--- config.mk ---
export PLATFORM = sky130hd
export DESIGN_NAME = frame_map_distributor
export DESIGN_NICKNAME = d
export VERILOG_FILES = /design/src/rtl/map_pkg.sv /design/src/rtl/map_axis_decode.sv /design/src/rtl/map_target_decode.sv /design/src/rtl/frame_map_distributor.sv
export SDC_FILE = /design/constraint.sdc
export NUM_CORES = 1
export LEC_CHECK = 0
export CORE_AREA = 2 2 157 159
export CTS_CLUSTER_DIAMETER = 40
export DETAILED_ROUTE_END_ITERATION = 12
export DIE_AREA = 0 0 159 161
export GPL_ROUTABILITY_DRIVEN = 0
export HOLD_SLACK_MARGIN = 0.12
export PLACE_DENSITY = 0.73
export SLEW_MARGIN = 25
export SYNTH_ARGS = -nofsm -noshare
export SYNTH_HDL_FRONTEND = slang
export SYNTH_SLANG_ARGS = --single-unit
export TNS_END_PERCENT = 5
--- constraint.sdc ---
create_clock -name clk -period 1.2 [get_ports clk]
set_input_delay 0.24 -clock clk [delete_from_list [all_inputs] [get_ports clk]]
set_output_delay 0.24 -clock clk [all_outputs]
set_load 0.02 [all_outputs]
--- src/rtl/map_pkg.sv ---
package map_pkg;
    typedef enum logic [1:0] {
        MAP_SINGLE = 2'b00,
        MAP_ALL    = 2'b01,
        MAP_MASK   = 2'b10,
        MAP_BAD    = 2'b11
    } map_mode_e;
endpackage

--- src/rtl/map_axis_decode.sv ---
module map_axis_decode #(
    parameter int N = 8,
    localparam int W = $clog2(N)
) (
    input  logic [W-1:0] idx,
    output logic [N-1:0] onehot
);
    for (genvar i = 0; i < N; i++) begin : g_bit
        assign onehot[i] = (idx == W'(i));
    end
endmodule

--- src/rtl/map_target_decode.sv ---
module map_target_decode
    import map_pkg::*;
#(
    parameter int COLS = 8,
    parameter int ROWS = 8,
    localparam int XW  = $clog2(COLS),
    localparam int YW  = $clog2(ROWS),
    localparam int NPE = COLS * ROWS
) (
    input  map_mode_e          mode,
    input  logic [XW-1:0]      col,
    input  logic [YW-1:0]      row,
    input  logic [COLS-1:0]    colmask,
    input  logic [ROWS-1:0]    rowmask,
    output logic [NPE-1:0]     sel
);
    logic [COLS-1:0] col_oh;
    logic [ROWS-1:0] row_oh;
    logic            is_single;
    logic            is_all;
    logic            is_mask;

    map_axis_decode #(.N(COLS)) u_col (.idx(col), .onehot(col_oh));
    map_axis_decode #(.N(ROWS)) u_row (.idx(row), .onehot(row_oh));

    assign is_single = (mode == MAP_SINGLE);
    assign is_all    = (mode == MAP_ALL);
    assign is_mask   = (mode == MAP_MASK);

    for (genvar r = 0; r < ROWS; r++) begin : g_row
        for (genvar c = 0; c < COLS; c++) begin : g_col
            assign sel[r*COLS + c] = (is_single & col_oh[c] & row_oh[r])
                                   | is_all
                                   | (is_mask & colmask[c] & rowmask[r]);
        end
    end
endmodule

--- src/rtl/frame_map_distributor.sv ---
module frame_map_distributor
    import map_pkg::*;
#(
    parameter int COLS    = 8,
    parameter int ROWS    = 8,
    parameter int SLOT_W  = 10,
    parameter int FRAME_W = 144,
    localparam int XW     = $clog2(COLS),
    localparam int YW     = $clog2(ROWS),
    localparam int NPE    = COLS * ROWS
) (
    input  logic               clk,
    input  logic               rst_n,
    input  logic               load_en,
    input  logic               in_valid,
    output logic               in_ready,
    input  logic [1:0]         in_mode,
    input  logic [XW-1:0]      in_col,
    input  logic [YW-1:0]      in_row,
    input  logic [SLOT_W-1:0]  in_slot,
    input  logic [COLS-1:0]    in_colmask,
    input  logic [ROWS-1:0]    in_rowmask,
    input  logic [FRAME_W-1:0] in_frame,
    output logic [NPE-1:0]     wr_en,
    output logic [SLOT_W-1:0]  wr_slot,
    output logic [FRAME_W-1:0] wr_frame
);
    typedef struct packed {
        logic [NPE-1:0]     en;
        logic [SLOT_W-1:0]  slot;
        logic [FRAME_W-1:0] frame;
    } dist_state_t;

    dist_state_t    st_d, st_q;
    logic [NPE-1:0] sel;
    logic           take;

    map_target_decode #(.COLS(COLS), .ROWS(ROWS)) u_dec (
        .mode    (map_mode_e'(in_mode)),
        .col     (in_col),
        .row     (in_row),
        .colmask (in_colmask),
        .rowmask (in_rowmask),
        .sel     (sel)
    );

    assign in_ready = load_en;
    assign take     = in_valid & load_en;

    always_comb begin
        st_d    = st_q;
        st_d.en = '0;
        if (take) begin
            st_d.en    = sel;
            st_d.slot  = in_slot;
            st_d.frame = in_frame;
        end
    end

    always_ff @(posedge clk or negedge rst_n) begin
        if (!rst_n) begin
            st_q <= '0;
        end else begin
            st_q <= st_d;
        end
    end

    assign wr_en    = st_q.en;
    assign wr_slot  = st_q.slot;
    assign wr_frame = st_q.frame;
endmodule

==> impl_metrics.csv <==
group,metric,value,unit
die,rows,57,
sta,setup_viol,218,
synth,ys_async_sr_fraction,100.0,%
critical_path,critPathLaunchType,"flop",
global_routing,grt_pass1_wl,41.71,mm
power_and_ir_drop,peakVddDrop,0.001118,V
drt,drt_first_pass_iters,5,
sta,hold_ws,0.2327,ns
job,drv_cap,0,
die,fp.dieH,161,um
sta,tightest_slew,0.4554,ns
clock_tree,cts.path.max_buffers,3,
clock_tree,cts_tree,"done",
clock_tree,htreeDepth,2,
clock_tree,cts_buffers,36,
critical_path,crit_path_end_kind,"output port",
power_and_ir_drop,p_int,17840,uW
power_and_ir_drop,p_sw_share,27.83,%
drt,wl_per_cell,20.20,um
min_path,worstHoldPathType,"input port to asynchronous set/reset pin",
synth,synth_area_per_cell,17.46,sq um
sta,post-route-period-util,109.8,%
clock_tree,insertion_delay,0.50,ns
sta,rsz0062_at_grt,"true",
critical_path,cpPeakStageDelay,0.42,ns
synth,netlist-cell-type-count,21,
layout,seq_area,5455,sq um
drt,drcViolationCount,0,
sta,hold_viol_final,0,
synth,synth-seq-cells,218,
outcome,status,"finished with violations",
global_routing,antenna_found_initial,2,
synth,synthMuxAreaShare,25.47,%
die,start_util,37.02,%
drt,routed_wl,27.87,mm
critical_path,worstPathMaxFanout,1,
layout,nets,1210,
critical_path,path_delay_family,"flip-flops",
placed_design,pre_cts_ws,-0.6236,ns
power_and_ir_drop,power.switching,6879,uW
sta,skew,0,ns
clock_tree,clkSlewWorstSetupHoldPaths,0.05,ns
die,die_area,25600,sq um
critical_path,critical_path_required,0.96,ns
synth,synth_xor_area_share,0,%
drt,vias,6767,
synth,synth_warnings,0,
layout,drive_gt1_share,53.65,%
synth,syn_inst,508,
power_and_ir_drop,p_per_area,1657,nW/um^2
synth,synth_edf_count,0,
clock_tree,clock-sinks,218,
synth,synth_compound_area_share,6.319,%
layout,syn2layout_area_growth,68.15,%
power_and_ir_drop,combPwrFrac,22.0,%
drt,via_per_inst,4.904,
drt,drtIter0Drc,378,
power_and_ir_drop,power.share.clock,42.5,%
placed_design,post-dp-hpwl,19.63,mm
outcome,violations,"setup timing",
synth,ys_seq_area_share,61.50,%
synth,synthAdderAreaFrac,0,%
sta,worst_slack,-0.1179,ns
clock_tree,root_buffer,"clkbuf_16",
sta,max_freq,758.8,MHz
sta,min_period,1.318,ns
synth,synthSimpleGateAreaFrac,2.708,%
die,io_pins,401,
drt,drtAntennaViolNets,0,
die,core,23960,sq um
synth,ys.flop_type,"dfrtp_1",
critical_path,criticalPathCategory,"flop to output port",
synth,syn_area,8871,sq um
global_routing,grt_start_max_net_pins,48,
layout,multi_input_area,3141,sq um
global_routing,gr-total-overflow,0,
critical_path,cp_cell_sequence,"buf_6",
layout,n_fill_cell,1831,
critical_path,crit_arrival,1.08,ns
power_and_ir_drop,finalPower,24720,uW
global_routing,gr-usage-all-layers,20.83,%
placed_design,io_buffers,400,
sta,slew_headroom,69.64,%
power_and_ir_drop,seq_power_share,35.5,%
sta,slew_violations,0,
die,die_x,159,um
critical_path,cpMaxStageDelayCell,"dfrtp_1",
synth,synth_top_family_by_area,"multiplexers",
power_and_ir_drop,cellLeakagePower,0.007136,uW
synth,synth_fp_nets,690,
global_routing,grt_pass1_vias,7157,
critical_path,cp_num_buf_inv,1,
final timing paths:
kind,start,end,slack (ns),cells past startpoint
max in group asynchronous,rst_n,wr_frame[88],0.42,3
min in group clk,in_frame[39],wr_frame[39],0.35,2
worst min-delay path,rst_n,wr_en[51],0.23,2
worst max register to register,wr_frame[21],wr_frame[21],0.16,3
worst max-delay path,wr_en[26],wr_en[26],-0.12,1
worst min register to register,wr_frame[131],wr_frame[131],0.50,1
synth_stat cells (2+ instances only):
library cell | count | area (sq um)
dfrtp_1 | 218 | 5455
mux2_4 | 140 | 2102
o221ai_1 | 64 | 560.5
nand2_1 | 21 | 78.83
mux2_2 | 14 | 157.7
buf_12 | 11 | 220.2
buf_2 | 9 | 45.04
buf_6 | 6 | 67.56
nand3b_1 | 5 | 37.54
nand3_1 | 3 | 15.01
nand3_2 | 3 | 30.03
nor2b_1 | 3 | 18.77
buf_4 | 2 | 15.01
nor2_1 | 2 | 7.510
sequential cells by signal, summed over array words and instances (netlist names):
| name | cells |
|---|---|
| wr_slot | 10 |
| wr_frame | 144 |
| wr_en | 64 |
layer usage:
layer  up-vias  share of wire [%]  global-route usage (%)
li1       2960                  -                       -
met2       387                 48                   33.81
met3        78                9.0                   7.447
met4         0                3.5                   7.893
met1      3342                 39                   25.69
met5         -                  0                       0
power groups by stage:
stage	clock [uW]	combinational (uW)	sequential, uW
after detailed placement	0	5650	8790
after global routing	11100	5700	8870
after floorplan	0	1520	9810
after global placement	0	5580	8780
after CTS	10700	5220	8730
final	10500	5450	8770
per-stage QoR:
stage               area, sq um  TNS [ns]  util, %  instances
global placement          13860   -117.28    57.85       1298
floorplan                  8871   -0.1185        -        508
detailed placement        13860   -118.98    57.85       1298
global route              14910    -23.80    62.24       1379
CTS                       14450    -25.46    60.32       1369
finish                    14920    -15.60    62.25       1380
placed cells by master, fill, tap and decap left out, drive strengths merged, types with 2 or more instances in the layout:
master	Yosys	routed
dfrtp	218	218
clkdlybuf4s50	0	175
nand3	6	6
buf	29	329
nand2	21	21
nand3b	5	5
o221ai	64	64
mux2	154	154
clkinvlp	0	3
nor2b	3	3
nor2	2	2
clkinv	0	5
dlymetal6s2s	0	5
inv	0	14
clkbuf	1	42
bufinv	0	3
cells by family (layout without fill, tap and decap cells):
kind of cell	Yosys count	after routing
AOI/OAI and AO/OA	64	64
other	0	1
DFF	218	218
buffers and inverters	30	577
and+or+nand+nor	42	42
muxes	154	154
cell type report:
cell class                 count  area share (%)
clock buffer                  40           6.417
clock inverter                25           1.887
antenna                        1         0.01678
tap                          324           2.718
multi-input combinational    260           21.05
sequential                   218           36.57
timing repair buffer         512           31.34
what timing repair did:
action	4_1_cts	5_1_grt
endpoints found under the setup margin	394	432
pin swaps	0	5
gates resized for setup	983	97
hold buffers	1	0
cloned	0	2
endpoints found under the hold margin	218	0
setup buffers	5	8
Power figures use the tool's default switching activity.
